<file path="config.mk">
export PLATFORM = sky130hd
export DESIGN_NAME = nbd_top
export DESIGN_NICKNAME = d
export VERILOG_FILES = /design/src/rtl/nbd_pkg.sv /design/src/rtl/nbd_addr_decode.sv /design/src/rtl/nbd_ctrl_regs.sv /design/src/rtl/nbd_chr_bank.sv /design/src/rtl/nbd_top.sv
export SDC_FILE = /design/constraint.sdc
export NUM_CORES = 1
export LEC_CHECK = 0
export BUFFER_PORTS_ARGS = -buffer_cell sky130_fd_sc_hd__buf_2
export CAP_MARGIN = 20
export CORE_AREA = 2 2 147 149
export DETAILED_ROUTE_END_ITERATION = 10
export DIE_AREA = 0 0 149 151
export PLACE_DENSITY = 0.58
export RECOVER_POWER = 50
export SYNTH_ARGS = -nofsm -noshare
export SYNTH_HDL_FRONTEND = slang
export SYNTH_HIERARCHICAL = 1
export SYNTH_SLANG_ARGS = --single-unit
</file>
<file path="constraint.sdc">
create_clock -name clk -period 2.5 [get_ports clk]
set_clock_uncertainty 0.1 [all_clocks]
set_input_delay 0.5 -clock clk [delete_from_list [all_inputs] [get_ports clk]]
set_output_delay 0.5 -clock clk [all_outputs]
set_load 0.05 [all_outputs]
</file>
<file path="src/rtl/nbd_pkg.sv">
package nbd_pkg;
  localparam int NBD_CHR_CNT = 8;
  localparam int NBD_CHR_IDX_W = $clog2(NBD_CHR_CNT);

  typedef enum logic [2:0] {
    TGT_NONE,
    TGT_PRG,
    TGT_MIRROR,
    TGT_MISC,
    TGT_CHR
  } nbd_tgt_e;

  typedef struct packed {
    nbd_tgt_e                  tgt;
    logic                      prg_idx;
    logic [NBD_CHR_IDX_W-1:0]  chr_idx;
    logic                      hi_part;
  } nbd_dec_t;
endpackage

</file>
<file path="src/rtl/nbd_addr_decode.sv">
module nbd_addr_decode
  import nbd_pkg::*;
(
  input  logic [15:0] addr,
  output logic        sel0,
  output logic        sel1,
  output nbd_dec_t    dec
);
  logic [3:0] region;
  logic [3:0] chr_off;
  logic       unused_addr_bits;

  assign region  = addr[15:12];
  assign chr_off = region - 4'hB;

  // A11 swaps the roles of A2 and A3
  always_comb begin
    if (addr[11]) begin
      sel0 = addr[3];
      sel1 = addr[2];
    end else begin
      sel0 = addr[2];
      sel1 = addr[3];
    end
  end

  always_comb begin
    dec         = '0;
    dec.tgt     = TGT_NONE;
    dec.prg_idx = addr[13];
    dec.chr_idx = {chr_off[NBD_CHR_IDX_W-2:0], addr[11] | sel1};
    dec.hi_part = sel0;
    unique case (region)
      4'h8, 4'hA: dec.tgt = TGT_PRG;
      4'h9: begin
        if (!sel1)      dec.tgt = TGT_MIRROR;
        else if (!sel0) dec.tgt = TGT_MISC;
        else            dec.tgt = TGT_NONE;
      end
      4'hB, 4'hC, 4'hD, 4'hE: dec.tgt = TGT_CHR;
      default: dec.tgt = TGT_NONE;
    endcase
  end

  assign unused_addr_bits = ^{addr[10:4], addr[1:0]};
endmodule

</file>
<file path="src/rtl/nbd_ctrl_regs.sv">
module nbd_ctrl_regs
  import nbd_pkg::*;
#(
  parameter int DW = 8
) (
  input  logic          clk,
  input  logic          rst_n,
  input  logic          we,
  input  nbd_dec_t      dec,
  input  logic [DW-1:0] d,
  output logic [DW-1:0] prg0,
  output logic [DW-1:0] prg1,
  output logic [DW-1:0] mirror,
  output logic [DW-1:0] misc
);
  always_ff @(posedge clk) begin
    if (!rst_n) begin
      prg0   <= '0;
      prg1   <= '0;
      mirror <= '0;
      misc   <= '0;
    end else if (we) begin
      case (dec.tgt)
        TGT_PRG: begin
          if (dec.prg_idx) prg1 <= d;
          else             prg0 <= d;
        end
        TGT_MIRROR: mirror <= d;
        TGT_MISC:   misc   <= d;
        default: ;
      endcase
    end
  end

  p_prg_load_r3: assert property (@(posedge clk) disable iff (!rst_n)
    (we && dec.tgt == TGT_PRG) |=>
      (($past(dec.prg_idx) ? prg1 : prg0) == $past(d)))
    else $error("p_prg_load_r3");

  p_mirror_load_r5: assert property (@(posedge clk) disable iff (!rst_n)
    (we && dec.tgt == TGT_MIRROR) |=> (mirror == $past(d)) && $stable(misc))
    else $error("p_mirror_load_r5");
endmodule

</file>
<file path="src/rtl/nbd_chr_bank.sv">
module nbd_chr_bank #(
  parameter int DW    = 8,
  parameter int LOW_W = 4
) (
  input  logic                clk,
  input  logic                rst_n,
  input  logic                we,
  input  logic                hi_part,
  input  logic [DW-1:0]       d,
  output logic [DW+LOW_W-1:0] q
);
  always_ff @(posedge clk) begin
    if (!rst_n) begin
      q <= '0;
    end else if (we) begin
      if (hi_part) q[DW+LOW_W-1:LOW_W] <= d;
      else         q[LOW_W-1:0]        <= d[LOW_W-1:0];
    end
  end

  p_low_nibble_r7: assert property (@(posedge clk) disable iff (!rst_n)
    (we && !hi_part) |=>
      (q[LOW_W-1:0] == $past(d[LOW_W-1:0])) &&
      (q[DW+LOW_W-1:LOW_W] == $past(q[DW+LOW_W-1:LOW_W])))
    else $error("p_low_nibble_r7");

  p_high_part_r8: assert property (@(posedge clk) disable iff (!rst_n)
    (we && hi_part) |=>
      (q[DW+LOW_W-1:LOW_W] == $past(d)) &&
      (q[LOW_W-1:0] == $past(q[LOW_W-1:0])))
    else $error("p_high_part_r8");
endmodule

</file>
<file path="src/rtl/nbd_top.sv">
module nbd_top
  import nbd_pkg::*;
#(
  parameter int DW    = 8,
  parameter int LOW_W = 4
) (
  input  logic                                 clk,
  input  logic                                 rst_n,
  input  logic                                 wr_en,
  input  logic                                 mode_en,
  input  logic [15:0]                          cpu_addr,
  input  logic [DW-1:0]                        cpu_data,
  output logic [DW-1:0]                        prg_bank0,
  output logic [DW-1:0]                        prg_bank1,
  output logic [DW-1:0]                        mirror_reg,
  output logic [DW-1:0]                        misc_reg,
  output logic                                 slot_swap,
  output logic [NBD_CHR_CNT-1:0][DW+LOW_W-1:0] chr_banks
);
  localparam int CHR_W = DW + LOW_W;

  nbd_dec_t dec;
  logic     sel0;
  logic     sel1;
  logic     we;

  assign we = wr_en && mode_en;

  nbd_addr_decode u_dec (
    .addr (cpu_addr),
    .sel0 (sel0),
    .sel1 (sel1),
    .dec  (dec)
  );

  nbd_ctrl_regs #(.DW(DW)) u_ctrl (
    .clk    (clk),
    .rst_n  (rst_n),
    .we     (we),
    .dec    (dec),
    .d      (cpu_data),
    .prg0   (prg_bank0),
    .prg1   (prg_bank1),
    .mirror (mirror_reg),
    .misc   (misc_reg)
  );

  for (genvar i = 0; i < NBD_CHR_CNT; i++) begin : g_chr
    logic bank_we;
    assign bank_we = we && (dec.tgt == TGT_CHR) &&
                     (dec.chr_idx == NBD_CHR_IDX_W'(i));
    nbd_chr_bank #(.DW(DW), .LOW_W(LOW_W)) u_bank (
      .clk     (clk),
      .rst_n   (rst_n),
      .we      (bank_we),
      .hi_part (dec.hi_part),
      .d       (cpu_data),
      .q       (chr_banks[i])
    );
  end

  assign slot_swap = misc_reg[1];

  p_gate_r2: assert property (@(posedge clk) disable iff (!rst_n)
    !(wr_en && mode_en) |=> $stable(prg_bank0) && $stable(prg_bank1) &&
      $stable(mirror_reg) && $stable(misc_reg) && $stable(chr_banks))
    else $error("p_gate_r2");

  p_outside_r10: assert property (@(posedge clk) disable iff (!rst_n)
    (cpu_addr[15:12] == 4'hF || !cpu_addr[15]) |=>
      $stable(prg_bank0) && $stable(prg_bank1) && $stable(mirror_reg) &&
      $stable(misc_reg) && $stable(chr_banks))
    else $error("p_outside_r10");

  p_sel_both_r5: assert property (@(posedge clk) disable iff (!rst_n)
    (cpu_addr[15:12] == 4'h9 && cpu_addr[3] && cpu_addr[2]) |=>
      $stable(mirror_reg) && $stable(misc_reg))
    else $error("p_sel_both_r5");

  p_swap_r9: assert property (@(posedge clk) disable iff (!rst_n)
    slot_swap == misc_reg[1])
    else $error("p_swap_r9");

  p_remap_r4: assert property (@(posedge clk) disable iff (!rst_n)
    (sel0 ^ sel1) |-> ((cpu_addr[11] ? cpu_addr[3] : cpu_addr[2]) == sel0))
    else $error("p_remap_r4");

  logic [CHR_W-1:0] unused_chr_w;
  assign unused_chr_w = '0;
endmodule

</file>
==> metrics.txt <==
# TYPE chip_impl_metric gauge
chip_impl_info{name="synth_top_cell_by_area",value="sky130_fd_sc_hd__dfxtp_1"} 1
chip_impl_metric{name="period_needed",unit="ns"} 2.34
chip_impl_info{name="synthTopCellsByArea",value="sky130_fd_sc_hd__dfxtp_1, sky130_fd_sc_hd__mux2i_1, sky130_fd_sc_hd__nand2_1, sky130_fd_sc_hd__nand4_1, sky130_fd_sc_hd__o21ai_1"} 1
chip_impl_metric{name="die_x",unit="um"} 149
chip_impl_info{name="cts_tree",value="done"} 1
chip_impl_metric{name="syn_nets",unit=""} 584
chip_impl_metric{name="cts_buffers",unit=""} 17
chip_impl_metric{name="clk_path_buf_depth",unit=""} 2
chip_impl_metric{name="ffs_latches_synth",unit=""} 128
chip_impl_metric{name="powerDensity",unit="mW/mm2"} 730
chip_impl_metric{name="maxSlewViolCount",unit=""} 0
chip_impl_metric{name="number_of_global_route_vias_before_repair",unit=""} 4120
chip_impl_info{name="crit_path_end_kind",value="register"} 1
chip_impl_info{name="worstSetupStartpointType",value="primary input"} 1
chip_impl_metric{name="die-height",unit="um"} 151
chip_impl_metric{name="grt_pass1_wl",unit="mm"} 23.1
chip_impl_metric{name="final_wirelength",unit="mm"} 15.4
chip_impl_info{name="clk_root_buffer_cell",value="sky130_fd_sc_hd__clkbuf_16"} 1
chip_impl_metric{name="initial_util",unit="%"} 24.6
chip_impl_metric{name="max_slew_margin",unit="%"} 53.1
chip_impl_metric{name="io_buffer_count",unit=""} 147
chip_impl_metric{name="antenna_cells_inserted",unit=""} 0
chip_impl_metric{name="first_iter_violations",unit=""} 218
chip_impl_info{name="path_delay_family",value="simple AND/OR/NAND/NOR gates"} 1
chip_impl_metric{name="postSynthCellCount",unit=""} 552
chip_impl_info{name="critical_path.cell_chain",value="buf_2 -> clkinvlp_4 -> ha_4 -> a311oi_2 -> nor3b_1 -> or4b_4 -> nor3_4 -> and2_1 -> buf_4 -> mux2i_1"} 1
chip_impl_metric{name="avgRoutedWirePerCell",unit="um"} 15.2
chip_impl_metric{name="area_growth",unit="%"} 36.2
chip_impl_metric{name="num_vias",unit=""} 4430
chip_impl_metric{name="ir_drop",unit="mV"} 0.365
chip_impl_metric{name="synth_enable_flop_cells",unit=""} 0
chip_impl_metric{name="pre_antenna_drt_iters",unit=""} 4
chip_impl_metric{name="max_fo_critical_path",unit=""} 5
chip_impl_metric{name="post_detailed_route_drc_marker_count",unit=""} 0
chip_impl_info{name="synth_top_flop_cell",value="sky130_fd_sc_hd__dfxtp_1"} 1
chip_impl_metric{name="finalHoldWorstSlack",unit="ns"} 0.346
chip_impl_metric{name="avgViaCountPerCell",unit=""} 4.37
chip_impl_metric{name="cp_peak_stage_delay",unit="ns"} 0.56
chip_impl_metric{name="dr_wl_met2",unit="mm"} 7.36
chip_impl_metric{name="required",unit="ns"} 2.74
chip_impl_metric{name="number_of_flip_flops_under_the_largest_register_name",unit=""} 96
chip_impl_metric{name="global_route.overflow_total",unit=""} 0
chip_impl_metric{name="whs_path_depth",unit=""} 2
chip_impl_metric{name="design.die.area",unit="mm2"} 0.0225
chip_impl_metric{name="post_cts_hold_buffer_count",unit=""} 0
chip_impl_metric{name="finalSetupViolCount",unit=""} 0
chip_impl_info{name="synth.cells.most_frequent",value="sky130_fd_sc_hd__nand2_1, sky130_fd_sc_hd__dfxtp_1, sky130_fd_sc_hd__mux2i_1, sky130_fd_sc_hd__nand4_1, sky130_fd_sc_hd__o21ai_1"} 1
chip_impl_metric{name="global_placement_routability_congestion",unit=""} 0.733
chip_impl_info{name="top_register",value="g_chr.u_bank/q"} 1
chip_impl_metric{name="share_of_cells_above_drive_strength_1",unit="%"} 15.6
chip_impl_metric{name="yosys.area.top_type_share",unit="%"} 50.1
chip_impl_metric{name="worst-endpoint-arrival",unit="ns"} 2.58
chip_impl_metric{name="rrSetupSlack",unit="ns"} 1.78
chip_impl_metric{name="ys_async_sr_fraction",unit="%"} 0
chip_impl_metric{name="number_of_placement_rows",unit=""} 53
chip_impl_metric{name="hpwl",unit="mm"} 10.7
chip_impl_metric{name="synthDistinctLibCells",unit=""} 33
chip_impl_metric{name="reg2reg_depth",unit=""} 2
chip_impl_info{name="rsz0062_at_grt",value="no"} 1
chip_impl_metric{name="postSynthAreaPerCell",unit="um2"} 9.27
chip_impl_metric{name="path_buf_inv",unit=""} 3
chip_impl_metric{name="cts_num_sinks",unit=""} 128
chip_impl_metric{name="totalNegativeSetupSlack",unit="ns"} 0
chip_impl_metric{name="wl_met1",unit="mm"} 6.96
chip_impl_info{name="worst_min_delay_path_category",value="reg -> reg"} 1
chip_impl_metric{name="layout_worst_path_cycle_share",unit="%"} 93.7
chip_impl_metric{name="core_area",unit="mm2"} 0.0208
chip_impl_info{name="criticalPathCategory",value="in -> reg"} 1
chip_impl_metric{name="cts_resized",unit=""} 0
chip_impl_metric{name="tightestPinTransition",unit="ns"} 0.707
chip_impl_metric{name="max_cap_viol_count",unit=""} 0
chip_impl_metric{name="largest_net_degree_at_the_start_of_global_routing",unit=""} 61
chip_impl_metric{name="final_nets",unit=""} 758
chip_impl_metric{name="wl_met3",unit="um"} 893
chip_impl_metric{name="finalCoreUtilization",unit="%"} 33.5
chip_impl_metric{name="crit_cells",unit=""} 10
chip_impl_metric{name="share_of_the_yosys_chip_area_belonging_to_registers",unit="%"} 50.1
chip_impl_metric{name="hold_violations",unit=""} 0
chip_impl_metric{name="netlist_area_pre_place",unit="mm2"} 0.00512
chip_impl_metric{name="fmaxAchievable",unit="MHz"} 427
chip_impl_info{name="top_layer_used",value="met4"} 1
chip_impl_metric{name="insertion_delay",unit="ns"} 0.41
chip_impl_metric{name="clkTransAtPathRegs",unit="ns"} 0.05
chip_impl_metric{name="yosysWarnings",unit=""} 6
chip_impl_metric{name="post-cts-setup-buffer-count",unit=""} 0
chip_impl_info{name="synth_most_common_cell",value="sky130_fd_sc_hd__nand2_1"} 1
chip_impl_metric{name="detail-route-antenna-nets",unit=""} 0
chip_impl_metric{name="cts.htree.levels",unit=""} 4
chip_impl_metric{name="power.leakage",unit="nW"} 2.77
chip_impl_metric{name="antenna_found_initial",unit=""} 0
chip_impl_info{name="slowest_stage",value="sky130_fd_sc_hd__or4b_4"} 1
chip_impl_metric{name="io_pins",unit=""} 157
chip_impl_metric{name="groute.usage.overall",unit="%"} 13.7
chip_impl_info{name="status",value="complete, no violations"} 1
[area by class of cell]
type                    count  area, um2
fillers                  2258      13900
flip-flops and latches    128       2560
multi-input cells         377       2310
repair buffers            198       1060
clock buffers              24        522
well taps                 275        344
clock inverters             8        148
inverters                   4       18.8
[cells in the final DEF, fill, tap and decap left out, drive strengths merged]
cell type / n
nand2: 153
clkbuf: 152
dfxtp: 128
mux2i: 81
buf: 70
o21ai: 49
nand4: 33
nand3: 18
and2: 8
nand2b: 8
clkinvlp: 4
bufinv: 4
nor2: 4
ha: 4
inv: 3
nor3: 3
nand4b: 2
nand4bb: 2
a21oi: 2
nor4: 2
nor3b: 2
or4b: 1
clkinv: 1
and3b: 1
mux2: 1
nand3b: 1
a311oi: 1
or2: 1
[worst paths after layout]
path,from,to
worst max-delay path,cpu_addr[12],g_chr[4].u_bank/q[4]$_SDFFE_PN0P_
worst max register to register,g_chr[6].u_bank/q[0]$_SDFFE_PN0P_,g_chr[6].u_bank/q[0]$_SDFFE_PN0P_
worst min register to register,g_chr[4].u_bank/q[9]$_SDFFE_PN0P_,g_chr[4].u_bank/q[9]$_SDFFE_PN0P_
worst min-delay path,g_chr[4].u_bank/q[9]$_SDFFE_PN0P_,g_chr[4].u_bank/q[9]$_SDFFE_PN0P_
[kinds of logic (layout without fill, tap and decap cells)]
kind of cell | after synthesis | count (layout) | synth area share, %
AO/OA/AOI/OAI | 52 | 52 | 5.28
multiplexers | 82 | 82 | 16.1
flip-flops | 128 | 128 | 50.1
AND/OR/NAND/NOR | 239 | 239 | 22.0
buffers and inverters | 47 | 234 | 5.50
adder cells (fa/ha/maj) | 4 | 4 | 0.978
[tightest hold or removal path: stages, from the launching register on]
cell and delay, ns:
sky130_fd_sc_hd__dfxtp_1 0.30, sky130_fd_sc_hd__nand2_1 0.05, sky130_fd_sc_hd__o21ai_1 0.05
[layer usage]
| metal | global-route usage [%] | up-vias |
|---|---|---|
| met5 | 0 | - |
| met4 | 5.10 | 0 |
| met3 | 4.19 | 17 |
| met2 | 22.5 | 101 |
| met1 | 16.9 | 2076 |
| li1 | - | 2236 |
[stage by stage]
step	instances	area (um2)	worst slack, ns	power, mW
4_1_cts	1014	7130	0.153	5.18
6_report	1014	6970	0.158	5.09
3_3_place_gp	982	6460	-0.272	2.37
2_1_floorplan	552	5150	-0.134	2.24
5_1_grt	1014	6970	0.0377	5.28
3_5_place_dp	982	6460	-0.308	2.37
[power by group]
part / leakage [nW] / switching, mW / internal (mW)
clock network: 0.321 / 0.916 / 1.86
logic: 1.42 / 0.191 / 0.0772
registers: 1.03 / 0.00312 / 2.05
total: 2.77 / 1.11 / 3.98
(Power assumes the default switching activity.)
